<file path="src/rtl/cellbus_rx_pkg.sv">
package cellbus_rx_pkg;

   typedef enum logic [1:0] {
      DIAG_NORMAL = 2'b00,
      DIAG_LOOP   = 2'b01,
      DIAG_RSV_A  = 2'b10,
      DIAG_RSV_B  = 2'b11
   } diag_e;

endpackage

</file>
<file path="src/rtl/cellbus_rx_src_sel.sv">
module cellbus_rx_src_sel
   import cellbus_rx_pkg::*;
#(
   parameter int DATA_W      = 16,
   parameter int ADDR_W      = 5,
   parameter bit LOOPBACK_EN = 1'b1
) (
   input  logic [1:0]        cfg_diag,
   input  logic [ADDR_W-1:0] cfg_phy_id,
   input  logic [DATA_W-1:0] bus_data,
   input  logic              bus_soc,
   input  logic              bus_en,
   input  logic [ADDR_W-1:0] bus_addr,
   input  logic              bus_par,
   input  logic [DATA_W-1:0] lb_data,
   input  logic              lb_soc,
   input  logic              lb_en,
   input  logic              lb_par,
   output logic              beat_valid,
   output logic              beat_soc,
   output logic [DATA_W-1:0] beat_data,
   output logic              beat_perr
);

   logic loop_sel;
   logic sel_par;

   generate
      if (LOOPBACK_EN) begin : g_loop
         assign loop_sel = (cfg_diag == DIAG_LOOP);
      end else begin : g_noloop
         assign loop_sel = 1'b0;
      end
   endgenerate

   always_comb begin
      if (loop_sel) begin
         beat_valid = lb_en;
         beat_soc   = lb_soc;
         beat_data  = lb_data;
         sel_par    = lb_par;
      end else begin
         beat_valid = bus_en && (bus_addr == cfg_phy_id);
         beat_soc   = bus_soc;
         beat_data  = bus_data;
         sel_par    = bus_par;
      end
      // odd parity: 17 bits must hold an odd number of ones
      beat_perr = ~(^{beat_data, sel_par});
   end

endmodule

</file>
<file path="src/rtl/cellbus_rx_framer.sv">
module cellbus_rx_framer #(
   parameter int DATA_W     = 16,
   parameter int CELL_WORDS = 27,
   parameter int ERR_CNT_W  = 8
) (
   input  logic                 clk,
   input  logic                 rst_n,
   input  logic                 cfg_par_ignore,
   input  logic                 beat_valid,
   input  logic                 beat_soc,
   input  logic [DATA_W-1:0]    beat_data,
   input  logic                 beat_perr,
   input  logic                 room_cell,
   output logic                 wr_en,
   output logic                 wr_soc,
   output logic [DATA_W-1:0]    wr_data,
   output logic                 commit,
   output logic                 abort,
   output logic [ERR_CNT_W-1:0] perr_count
);

   localparam int IDX_W = $clog2(CELL_WORDS);
   localparam logic [IDX_W-1:0] LAST_IDX = IDX_W'(CELL_WORDS - 1);
   localparam logic [ERR_CNT_W-1:0] CNT_MAX = {ERR_CNT_W{1'b1}};

   logic                 in_cell_q;
   logic [IDX_W-1:0]     idx_q;
   logic                 err_q;
   logic [ERR_CNT_W-1:0] perr_q;

   logic start, cont, last, bad_cell;

   always_comb begin
      start    = beat_valid && beat_soc;
      cont     = beat_valid && !beat_soc && in_cell_q;
      last     = (idx_q == LAST_IDX);
      bad_cell = cont && last && (err_q || beat_perr) && !cfg_par_ignore;
      wr_en    = (start && room_cell) || (cont && !bad_cell);
      commit   = cont && last && !bad_cell;
      abort    = (start && in_cell_q) || bad_cell;
      wr_soc   = beat_soc;
      wr_data  = beat_data;
   end

   always_ff @(posedge clk or negedge rst_n) begin
      if (!rst_n) begin
         in_cell_q <= 1'b0;
         idx_q     <= '0;
         err_q     <= 1'b0;
         perr_q    <= '0;
      end else begin
         if (start) begin
            in_cell_q <= room_cell;
            idx_q     <= IDX_W'(1);
            err_q     <= beat_perr;
         end else if (cont) begin
            if (last) begin
               in_cell_q <= 1'b0;
            end else begin
               idx_q <= idx_q + 1'b1;
               err_q <= err_q || beat_perr;
            end
         end
         if (bad_cell && (perr_q != CNT_MAX)) begin
            perr_q <= perr_q + 1'b1;
         end
      end
   end

   assign perr_count = perr_q;

   // counter moves only by one step and never wraps from all-ones
   p_count_step_r7: assert property (@(posedge clk) disable iff (!rst_n)
      (perr_q != $past(perr_q)) |->
         ((perr_q == $past(perr_q) + 1'b1) && ($past(perr_q) != CNT_MAX)));

endmodule

</file>
<file path="src/rtl/cellbus_rx_cellbuf.sv">
module cellbus_rx_cellbuf #(
   parameter int DATA_W     = 16,
   parameter int CELL_WORDS = 27,
   parameter int BUF_CELLS  = 2
) (
   input  logic              clk,
   input  logic              rst_n,
   input  logic              wr_en,
   input  logic              wr_soc,
   input  logic [DATA_W-1:0] wr_data,
   input  logic              commit,
   input  logic              abort,
   output logic              room_cell,
   output logic              clav,
   output logic              out_valid,
   output logic              out_soc,
   output logic [DATA_W-1:0] out_data,
   input  logic              out_ready
);

   localparam int TOTAL = CELL_WORDS * BUF_CELLS;
   localparam int PTR_W = $clog2(TOTAL);
   localparam int CNT_W = $clog2(TOTAL + 1);
   localparam logic [CNT_W-1:0] ROOM_LIMIT = CNT_W'(TOTAL - CELL_WORDS);

   logic [DATA_W:0]    mem [TOTAL];
   logic [PTR_W-1:0]   wr_ptr_q, cm_ptr_q, rd_ptr_q;
   logic [CNT_W-1:0]   used_q, part_q;
   logic [PTR_W-1:0]   base_ptr, next_wr;
   logic [CNT_W-1:0]   base_part, next_part, add_w;
   logic               pop;

   function automatic logic [PTR_W-1:0] ptr_inc(input logic [PTR_W-1:0] p);
      return (p == PTR_W'(TOTAL - 1)) ? '0 : p + 1'b1;
   endfunction

   always_comb begin
      base_ptr  = abort ? cm_ptr_q : wr_ptr_q;
      base_part = abort ? '0 : part_q;
      next_wr   = wr_en ? ptr_inc(base_ptr) : base_ptr;
      next_part = base_part + CNT_W'(wr_en);
      add_w     = commit ? next_part : '0;
      out_valid = (used_q != '0);
      pop       = out_valid && out_ready;
      room_cell = (used_q <= ROOM_LIMIT);
      clav      = ((used_q + part_q) <= ROOM_LIMIT);
      {out_soc, out_data} = mem[rd_ptr_q];
   end

   always_ff @(posedge clk) begin
      if (wr_en) begin
         mem[base_ptr] <= {wr_soc, wr_data};
      end
   end

   always_ff @(posedge clk or negedge rst_n) begin
      if (!rst_n) begin
         wr_ptr_q <= '0;
         cm_ptr_q <= '0;
         rd_ptr_q <= '0;
         used_q   <= '0;
         part_q   <= '0;
      end else begin
         wr_ptr_q <= next_wr;
         if (commit) begin
            cm_ptr_q <= next_wr;
            part_q   <= '0;
         end else begin
            part_q   <= next_part;
         end
         used_q <= used_q + add_w - CNT_W'(pop);
         if (pop) begin
            rd_ptr_q <= ptr_inc(rd_ptr_q);
         end
      end
   end

   // a write never lands beyond the buffer's capacity
   p_no_overflow_r8: assert property (@(posedge clk) disable iff (!rst_n)
      wr_en |-> (({1'b0, used_q} + {1'b0, base_part}) < (CNT_W+1)'(TOTAL)));

   // a cell is committed only with exactly one cell's worth of words
   p_commit_full_r2: assert property (@(posedge clk) disable iff (!rst_n)
      commit |-> (next_part == CNT_W'(CELL_WORDS)));

   // output holds while stalled
   p_hold_r12: assert property (@(posedge clk) disable iff (!rst_n)
      (out_valid && !out_ready) |=>
         (out_valid && $stable(out_data) && $stable(out_soc)));

endmodule

</file>
<file path="src/rtl/cellbus_rx_slave.sv">
module cellbus_rx_slave #(
   parameter int DATA_W      = 16,
   parameter int ADDR_W      = 5,
   parameter int CELL_WORDS  = 27,
   parameter int BUF_CELLS   = 2,
   parameter int ERR_CNT_W   = 8,
   parameter bit LOOPBACK_EN = 1'b1
) (
   input  logic                 clk,
   input  logic                 rst_n,
   input  logic [ADDR_W-1:0]    cfg_phy_id,
   input  logic [1:0]           cfg_diag,
   input  logic                 cfg_par_ignore,
   input  logic [DATA_W-1:0]    bus_data,
   input  logic                 bus_soc,
   input  logic                 bus_en,
   input  logic [ADDR_W-1:0]    bus_addr,
   input  logic                 bus_par,
   input  logic [DATA_W-1:0]    lb_data,
   input  logic                 lb_soc,
   input  logic                 lb_en,
   input  logic                 lb_par,
   output logic                 bus_clav,
   output logic                 out_valid,
   output logic                 out_soc,
   output logic [DATA_W-1:0]    out_data,
   input  logic                 out_ready,
   output logic [ERR_CNT_W-1:0] perr_count
);

   initial begin
      assert (DATA_W >= 1)     else $error("DATA_W must be positive");
      assert (ADDR_W >= 1)     else $error("ADDR_W must be positive");
      assert (CELL_WORDS >= 2) else $error("CELL_WORDS must be at least 2");
      assert (BUF_CELLS >= 1)  else $error("BUF_CELLS must be at least 1");
      assert (ERR_CNT_W >= 1)  else $error("ERR_CNT_W must be positive");
   end

   logic              beat_valid, beat_soc, beat_perr;
   logic [DATA_W-1:0] beat_data;
   logic              wr_en, wr_soc, commit, abort, room_cell;
   logic [DATA_W-1:0] wr_data;

   cellbus_rx_src_sel #(
      .DATA_W(DATA_W), .ADDR_W(ADDR_W), .LOOPBACK_EN(LOOPBACK_EN)
   ) i_src_sel (
      .cfg_diag   (cfg_diag),
      .cfg_phy_id (cfg_phy_id),
      .bus_data   (bus_data),
      .bus_soc    (bus_soc),
      .bus_en     (bus_en),
      .bus_addr   (bus_addr),
      .bus_par    (bus_par),
      .lb_data    (lb_data),
      .lb_soc     (lb_soc),
      .lb_en      (lb_en),
      .lb_par     (lb_par),
      .beat_valid (beat_valid),
      .beat_soc   (beat_soc),
      .beat_data  (beat_data),
      .beat_perr  (beat_perr)
   );

   cellbus_rx_framer #(
      .DATA_W(DATA_W), .CELL_WORDS(CELL_WORDS), .ERR_CNT_W(ERR_CNT_W)
   ) i_framer (
      .clk            (clk),
      .rst_n          (rst_n),
      .cfg_par_ignore (cfg_par_ignore),
      .beat_valid     (beat_valid),
      .beat_soc       (beat_soc),
      .beat_data      (beat_data),
      .beat_perr      (beat_perr),
      .room_cell      (room_cell),
      .wr_en          (wr_en),
      .wr_soc         (wr_soc),
      .wr_data        (wr_data),
      .commit         (commit),
      .abort          (abort),
      .perr_count     (perr_count)
   );

   cellbus_rx_cellbuf #(
      .DATA_W(DATA_W), .CELL_WORDS(CELL_WORDS), .BUF_CELLS(BUF_CELLS)
   ) i_cellbuf (
      .clk       (clk),
      .rst_n     (rst_n),
      .wr_en     (wr_en),
      .wr_soc    (wr_soc),
      .wr_data   (wr_data),
      .commit    (commit),
      .abort     (abort),
      .room_cell (room_cell),
      .clav      (bus_clav),
      .out_valid (out_valid),
      .out_soc   (out_soc),
      .out_data  (out_data),
      .out_ready (out_ready)
   );

endmodule

</file>
<file path="config.mk">
export PLATFORM = sky130hd
export DESIGN_NAME = cellbus_rx_slave
export DESIGN_NICKNAME = d
export VERILOG_FILES = /design/src/rtl/cellbus_rx_pkg.sv /design/src/rtl/cellbus_rx_src_sel.sv /design/src/rtl/cellbus_rx_framer.sv /design/src/rtl/cellbus_rx_cellbuf.sv /design/src/rtl/cellbus_rx_slave.sv
export SDC_FILE = /design/constraint.sdc
export NUM_CORES = 1
export LEC_CHECK = 0
export ABC_AREA = 0
export BUFFER_PORTS_ARGS = -buffer_cell sky130_fd_sc_hd__buf_4
export CAP_MARGIN = 10
export CORE_MARGIN = 2
export CORE_UTILIZATION = 42
export CTS_CLUSTER_SIZE = 12
export DETAILED_ROUTE_END_ITERATION = 16
export GPL_ROUTABILITY_DRIVEN = 0
export PLACE_DENSITY = 0.59
export SLEW_MARGIN = 20
export SYNTH_ARGS = -nofsm -noshare
export SYNTH_HDL_FRONTEND = slang
export SYNTH_SLANG_ARGS = --single-unit
export TNS_END_PERCENT = 20
</file>
<file path="constraint.sdc">
create_clock -name clk -period 7.1 [get_ports clk]
set_input_delay 0.71 -clock clk [delete_from_list [all_inputs] [get_ports clk]]
set_output_delay 0.71 -clock clk [all_outputs]
set_load 0.01 [all_outputs]
</file>
Word-level counts from Yosys, hierarchy flattened

Memories as Yosys holds them, arrays and structs flattened.
Cells that the tools add are included.
W data, S select, Z words.

Flip-flop bits (word level): 45
Bits in latches: 0
RAM bits: 918
Bits in read-only memories: 0
Bits of input ports: 54
Output and inout port bits: 27
Logic and storage cells: 75
Memories kept: 1

$add $sub $neg: 8
Multipliers: 0
Divide/modulo/power cells: 0
Magnitude comparators: 2
Eq/ne operators: 7
Shifts and indexed selects: 0
Muxes and demuxes: 22
Bitwise gates (word level): 1
Reduce and logical (&&, ||, !) cells: 25

Memory list:

| memory        | depth | width | rd ports | clocked after memory_dff | wr ports | RTL line                 | source |
|---|---|---|---|---|---|---|---|
| i_cellbuf.mem | 54    | 17    | 1        | 0                        | 1        | cellbus_rx_cellbuf.sv:26 | `logic [DATA_W:0] mem [TOTAL];` |

Operators by type and width:

| operator              | number |
|---|---|
| $mux W6               | 7 |
| $reduce_xor A17 Y1    | 1 |
| $mux W16              | 1 |
| $mux W5               | 3 |
| $logic_and A1 B1 Y1   | 13 |
| $add A6 B1 Y6 const B | 2 |
| $add A6 B6 Y6         | 2 |
| $eq A6 B6 Y1 const B  | 2 |
| $le A6 B5 Y1 const B  | 2 |
| $mux W1               | 11 |
| $add A8 B1 Y8 const B | 1 |
| $ne A8 B8 Y1 const B  | 1 |
| $add A6 B1 Y6         | 1 |
| $reduce_bool A6 Y1    | 1 |
| $sub A6 B1 Y6         | 1 |
| $add A5 B1 Y5 const B | 1 |
| $eq A5 B5 Y1          | 1 |
| $eq A5 B5 Y1 const B  | 1 |
| $reduce_and A2 Y1     | 2 |
| $reduce_bool A2 Y1    | 2 |
| $logic_not A1 Y1      | 3 |
| $logic_or A1 B1 Y1    | 3 |
| $eq A2 B1 Y1 const B  | 1 |
| $ne A2 B1 Y1 const B  | 1 |
| $not A1 Y1            | 1 |

Longest topological paths before layout

Depth after elaboration: 15
Gate-level depth with buffers: 21
Gate-level depth less buffers: 18

Cells and area by module

From an unflattened synthesis, not the netlist that was laid out.

Cell total of the unflattened synthesis: 1953
Area, all modules: 38733.4 um^2

By module, submodules not included:

| module             | times used | cells each | area an instance (um^2) | seq. area each (um^2) |
|---|---|---|---|---|
| cellbus_rx_cellbuf | 1          | 1794       | 37215.7                 | 28317.2 |
| cellbus_rx_framer  | 1          | 99         | 945.9                   | 375.4 |
| cellbus_rx_src_sel | 1          | 60         | 571.8                   | 0.0 |

Least setup slack after synthesis

Ideal clock, no wire load.

Path kind: input -> register
Start point: input port cfg_diag[0]
End point: register i_cellbuf.used_q[5]
Library setup time: 0.125 ns
Arrival: 5.010 ns
Data required time: 6.975 ns
Slack: 1.965 ns
Stages on the path: 20
Buffers on the path: 3
Cells stage by stage: nor2b_1 > clkbuf_1 > mux2i_1 > inv_1 > nand3_1 > a32oi_1 > clkbuf_1 > clkbuf_1 > ha_1 > ha_1 > xnor2_1 > nand2_1 > ha_1 > inv_1 > ha_1 > a21oi_1 > o21bai_1 > a21oi_1 > xnor2_1 > xnor2_1

Cells in the longest elaborated chain, start to end: 15

Ends and longest elaborated chain:

| element                           | RTL line                                         | source |
|---|---|---|
| start: declaration                | cellbus_rx_slave.sv:12                           | `input logic [1:0] cfg_diag,` |
| $eq A2 B1 Y1 (*)                  | cellbus_rx_src_sel.sv:30                         | `assign loop_sel = (cfg_diag == DIAG_LOOP);` |
| $mux W1 (*)                       | cellbus_rx_src_sel.sv:37                         | `if (loop_sel) begin` |
| net beat_soc                      | cellbus_rx_slave.sv:39                           | `logic beat_valid, beat_soc, beat_perr;` |
| $logic_not A1 Y1                  | cellbus_rx_framer.sv:35                          | `cont = beat_valid && !beat_soc && in_cell_q;` |
| $logic_and A1 B1 Y1 (2 in series) | cellbus_rx_framer.sv:35                          |  |
| $logic_and A1 B1 Y1               | cellbus_rx_framer.sv:37, cellbus_rx_framer.sv:39 |  |
| $logic_and A1 B1 Y1 (2 in series) | cellbus_rx_framer.sv:37                          | `bad_cell = cont && last && (err_q \|\| beat_perr) && !cfg_par_ignore;` |
| $logic_not A1 Y1                  | cellbus_rx_framer.sv:38, cellbus_rx_framer.sv:39 |  |
| $logic_and A1 B1 Y1               | cellbus_rx_framer.sv:38                          | `wr_en = (start && room_cell) \|\| (cont && !bad_cell);` |
| $logic_or A1 B1 Y1                | cellbus_rx_framer.sv:38                          |  |
| $add A6 B1 Y6                     | cellbus_rx_cellbuf.sv:41                         | `next_part = base_part + CNT_W'(wr_en);` |
| $mux W6 (*)                       | cellbus_rx_cellbuf.sv:42                         | `add_w = commit ? next_part : '0;` |
| $add A6 B6 Y6 (*)                 | cellbus_rx_cellbuf.sv:71                         | `used_q <= used_q + add_w - CNT_W'(pop);` |
| $sub A6 B1 Y6 (*)                 | cellbus_rx_cellbuf.sv:71                         |  |
| end signal: assignment            | cellbus_rx_cellbuf.sv:71                         |  |
| end: declaration                  | cellbus_rx_cellbuf.sv:28                         | `logic [CNT_W-1:0] used_q, part_q;` |

Mark *: on every way through the listed nets, which the timed path passes. The rest lies on a longest branch.
A chain may end at the register's enable or synchronous reset.

Final worst setup path

Start point: register i_cellbuf.rd_ptr_q[1]
End point: output port out_data[2]

Cells in the longest elaborated chain, start to end: 1

Ends and longest elaborated chain:

| element                  | RTL line                 | source |
|---|---|---|
| start: declaration       | cellbus_rx_cellbuf.sv:27 | `logic [PTR_W-1:0] wr_ptr_q, cm_ptr_q, rd_ptr_q;` |
| start signal: assignment | cellbus_rx_cellbuf.sv:73 | `rd_ptr_q <= ptr_inc(rd_ptr_q);` |
| $mem_v2 Z54 W17          | n/a                      |  |
| end: declaration         | cellbus_rx_slave.sv:26   | `output logic [DATA_W-1:0] out_data,` |

Every way passes these cells.

==> out/qor.txt <==
============================================================================================
Sequential cell area ..........................................................  28700 sq um
Vias in the first global route ................................................        19200
Layout cells sized above 1 ....................................................        29.9%
Met1 routed wirelength after detailed routing .................................     39400 um
Maximum clock path buffer count ...............................................            3
Layout overhead on the synthesized area .......................................        14.1%
Placed cell count .............................................................         3083
Overflow after GRT ............................................................            0
Number of warning messages in the yosys log ...................................            0
Placed wire-length estimate ...................................................     53000 um
Synth top area share ..........................................................        71.1%
Non-filler cells, final .......................................................         3256
Net count after synthesis .....................................................         1922
Pin slew with the least headroom to its limit .................................      1050 ps
Clock network latency to the later pin of the worst-skew pair .................       660 ps
Register bit count reported by yosys ..........................................          963
Mean area per synthesized cell ................................................   21.0 sq um
Setup repair after global routing missed its margin ...........................        false
Detailed Route WL .............................................................     88000 um
Number of cell rows ...........................................................          111
Clock H-tree levels ...........................................................            3
Number of buffers created by CTS ..............................................          100
Die W .........................................................................       308 um
GRT Overall Usage .............................................................        19.0%
Gates resized, CTS repair .....................................................            0
Antenna Cells .................................................................            0
Largest fanout on the critical path ...........................................          120
Cells along the critical path ................................................. buf_12, mux4_2, mux4_2, mux4_2, buf_4
Global-route wire length before repair ........................................    130000 um
Leading cell types by total area after synthesis .............................. sky130_fd_sc_hd__edfxtp_1 (71%), sky130_fd_sc_hd__mux4_2 (17%), sky130_fd_sc_hd__dfrtp_1 (2.9%)
Maximum operating frequency ...................................................    0.207 GHz
Period utilisation layout .....................................................        67.9%
Shortest clock period the worst path allows after layout ......................      4820 ps
Worst stage delay on the critical path ........................................       840 ps
Fraction of the mapped netlist area in compound gates .........................        1.53%
Total number of vias ..........................................................        18600
Startpoint-to-endpoint class of the critical path .............................      reg2out
Leading register cell type out of synthesis ................................... sky130_fd_sc_hd__edfxtp_1
Root cell of the clock tree ................................................... sky130_fd_sc_hd__clkbuf_16
Vias per cell .................................................................         5.72
Dominant combinational cell family by area after synthesis .................... multiplexers
Number of input and output port buffers inserted ..............................           80
Antenna viol nets, final ......................................................            0
Netlist cell types ............................................................           62
Critical Path AT ..............................................................      4110 ps
Initial DRC Count .............................................................         1793
CORE AREA .....................................................................  91500 sq um
Class of the tightest hold or removal check ...................................     in2async
Endpoints failing setup .......................................................            0
Fin nets ......................................................................         2079
Basic-gate share of the synthesized area counting and, or, nand and nor cells .        3.09%
Top routing layer used ........................................................         met5
Count of final hold-check violations ..........................................            0
Initial cell density of the core ..............................................        42.4%
Outcome .......................................................................    completed
Final Skew ....................................................................      23.7 ps
Critical path launch point type ...............................................         flop
Max cap viols .................................................................            0
Endpoint type of the worst setup path .........................................  output port
Clock tree from TritonCTS .....................................................         done
Layout fillers ................................................................         7354
LEAKAGE .......................................................................      14.2 nW
Detailed-route DRC error count ................................................            0
Die height ....................................................................       308 um
Final-layout worst hold slack .................................................      56.2 ps
Top post-synthesis cells by count ............................................. sky130_fd_sc_hd__edfxtp_1 (918), sky130_fd_sc_hd__mux4_2 (289), sky130_fd_sc_hd__nor2_1 (109)
Final-report max-slew violation count .........................................            0
Clock sink count ..............................................................          963
Clock-pin transition on the worst setup and hold timing paths .................        60 ps
Critical-path cell with the highest stage delay ............................... sky130_fd_sc_hd__dfrtp_4
Post-CTS Repair Setup Buffers .................................................            0
Worst Path Required ...........................................................      6390 ps
Power density relative to cell area ...........................................  349 nW/um^2
Max VDD drop ..................................................................     0.248 mV
Number of cells produced by synthesis .........................................         1842
Worst rel slew slack ..........................................................        29.9%
Die Area ......................................................................  94700 sq um
Post-Synthesis Cell Area ......................................................  38800 sq um
Dominant cell by count in the synthesized netlist ............................. sky130_fd_sc_hd__edfxtp_1
Antenna violations before repair ..............................................            3
Share of synthesized area spent on multiplexers ...............................        17.6%
Average wire length per cell after detail routing .............................      27.0 um
Crit path top cell by count ................................................... sky130_fd_sc_hd__mux4_2
Multi-input combinational cell area ...........................................   9740 sq um
Maximum number of pins on one net before global-route repair ..................          121
Cell accounting for the most synthesized area ................................. sky130_fd_sc_hd__edfxtp_1
XOR/XNOR share of the synthesized area ........................................        1.62%
First drt pass iteration count ................................................            5
Met2 wire length ..............................................................     41200 um
I/O pin cnt ...................................................................           81
Setup TNS .....................................................................         0 ps
Routed length on met3 .........................................................      5380 um
FFs w/ async S/R, synth .......................................................        4.67%
Post-synthesis sequential area ratio ..........................................        74.0%
EDFF count, synth .............................................................          918
Post-CTS Hold Fix Bufs ........................................................            0
Post-Synth Adder-Cell Area ....................................................       0.878%
============================================================================================
-- critical path, delay by kind of cell, from the launching register on --
kind	cells	cell delay, ps
mux	3	1630
flops	1	840
buf+inv	2	670
-- metrics by stage --
step	worst slack, ps	instance area (sq um)	utilization, %	power, mW
4_1_cts	2170	44200	48.3	15.6
2_1_floorplan	1960	38800	-	9.18
3_3_place_gp	2010	41200	45.0	10.7
3_5_place_dp	2000	41200	45.0	10.8
5_1_grt	2080	44200	48.3	16.0
6_report	2280	44200	48.3	15.4
-- power by group --
group	internal, mW	leakage, nW	switching [mW]
clock network	2.79	1.45	2.09
registers	6.37	8.83	0.275
logic	1.84	3.96	2.08
total	11.0	14.2	4.45
-- final timing paths --
check	startpoint	endpoint	slack (ps)	depth (start not counted)
min in group clk	i_framer.perr_count[7]	i_framer.perr_count[7]	500	1
max in group asynchronous	rst_n	i_cellbuf.rd_ptr_q[1]	6510	1
min	rst_n	i_framer.perr_count[2]	60	1
max reg2reg	i_framer.idx_q[0]	i_cellbuf.used_q[5]	3330	17
max	i_cellbuf.rd_ptr_q[1]	out_data[2]	2280	5
min reg2reg	i_framer.perr_count[7]	i_framer.perr_count[7]	500	1
-- metal layers --
layer / track usage (%) / vias to the layer above
met5: 0 / -
met4: 5.33 / 2
met3: 3.00 / 115
met2: 29.3 / 592
met1: 28.1 / 10000
li1: - / 7895
-- flip-flops by register name, summed over array words and instances (netlist names) --
register / cells
i_framer.in_cell_q: 1
i_cellbuf.part_q: 6
i_framer.idx_q: 5
i_cellbuf.used_q: 6
i_cellbuf.cm_ptr_q: 6
i_framer.perr_count: 8
i_cellbuf.mem: 918
i_cellbuf.rd_ptr_q: 6
i_framer.err_q: 1
i_cellbuf.wr_ptr_q: 6
-- area by class of cell --
class | instances | share of cell area [%]
clock buffer | 135 | 6.00
multi-input combinational | 753 | 22.0
tap | 1186 | 3.36
timing repair buffer | 150 | 2.69
sequential | 963 | 64.9
inverter | 31 | 0.263
clock inverter | 38 | 0.758
-- logic make-up after synthesis --
logic type / after synthesis
flops: 963
buf+inv: 126
xor+xnor: 59
fa+ha+maj: 26
compound gates: 85
mux: 318
simple gates: 265
-- cells in the final DEF (no fill, tap or decap), types with 4 or more instances in the layout --
cell type and count:
sky130_fd_sc_hd__nor3b_1 5, sky130_fd_sc_hd__nor3_1 8, sky130_fd_sc_hd__mux2i_1 21, sky130_fd_sc_hd__edfxtp_1 918, sky130_fd_sc_hd__a31oi_2 4, sky130_fd_sc_hd__mux4_2 289, sky130_fd_sc_hd__and3_1 6, sky130_fd_sc_hd__dfrtp_1 41
sky130_fd_sc_hd__nand4_1 6, sky130_fd_sc_hd__nand2_2 11, sky130_fd_sc_hd__clkbuf_1 34, sky130_fd_sc_hd__a31oi_1 7, sky130_fd_sc_hd__nand2_1 64, sky130_fd_sc_hd__buf_12 5, sky130_fd_sc_hd__clkinv_2 5, sky130_fd_sc_hd__xnor3_1 8
sky130_fd_sc_hd__o21ai_0 9, sky130_fd_sc_hd__clkbuf_16 101, sky130_fd_sc_hd__a21o_1 5, sky130_fd_sc_hd__clkinv_1 21, sky130_fd_sc_hd__xor2_1 16, sky130_fd_sc_hd__nand3_1 17, sky130_fd_sc_hd__bufinv_16 5, sky130_fd_sc_hd__nor4_1 6
sky130_fd_sc_hd__buf_4 145, sky130_fd_sc_hd__nor2b_1 4, sky130_fd_sc_hd__ha_1 24, sky130_fd_sc_hd__nor2_2 11, sky130_fd_sc_hd__inv_6 5, sky130_fd_sc_hd__xnor2_1 35, sky130_fd_sc_hd__inv_1 30, sky130_fd_sc_hd__nor2_4 7
sky130_fd_sc_hd__mux2_2 5, sky130_fd_sc_hd__a21oi_1 32, sky130_fd_sc_hd__and2_1 5, sky130_fd_sc_hd__dfrtp_4 4, sky130_fd_sc_hd__nand2_4 6, sky130_fd_sc_hd__nor2_1 91
(Power assumes the default switching activity.)
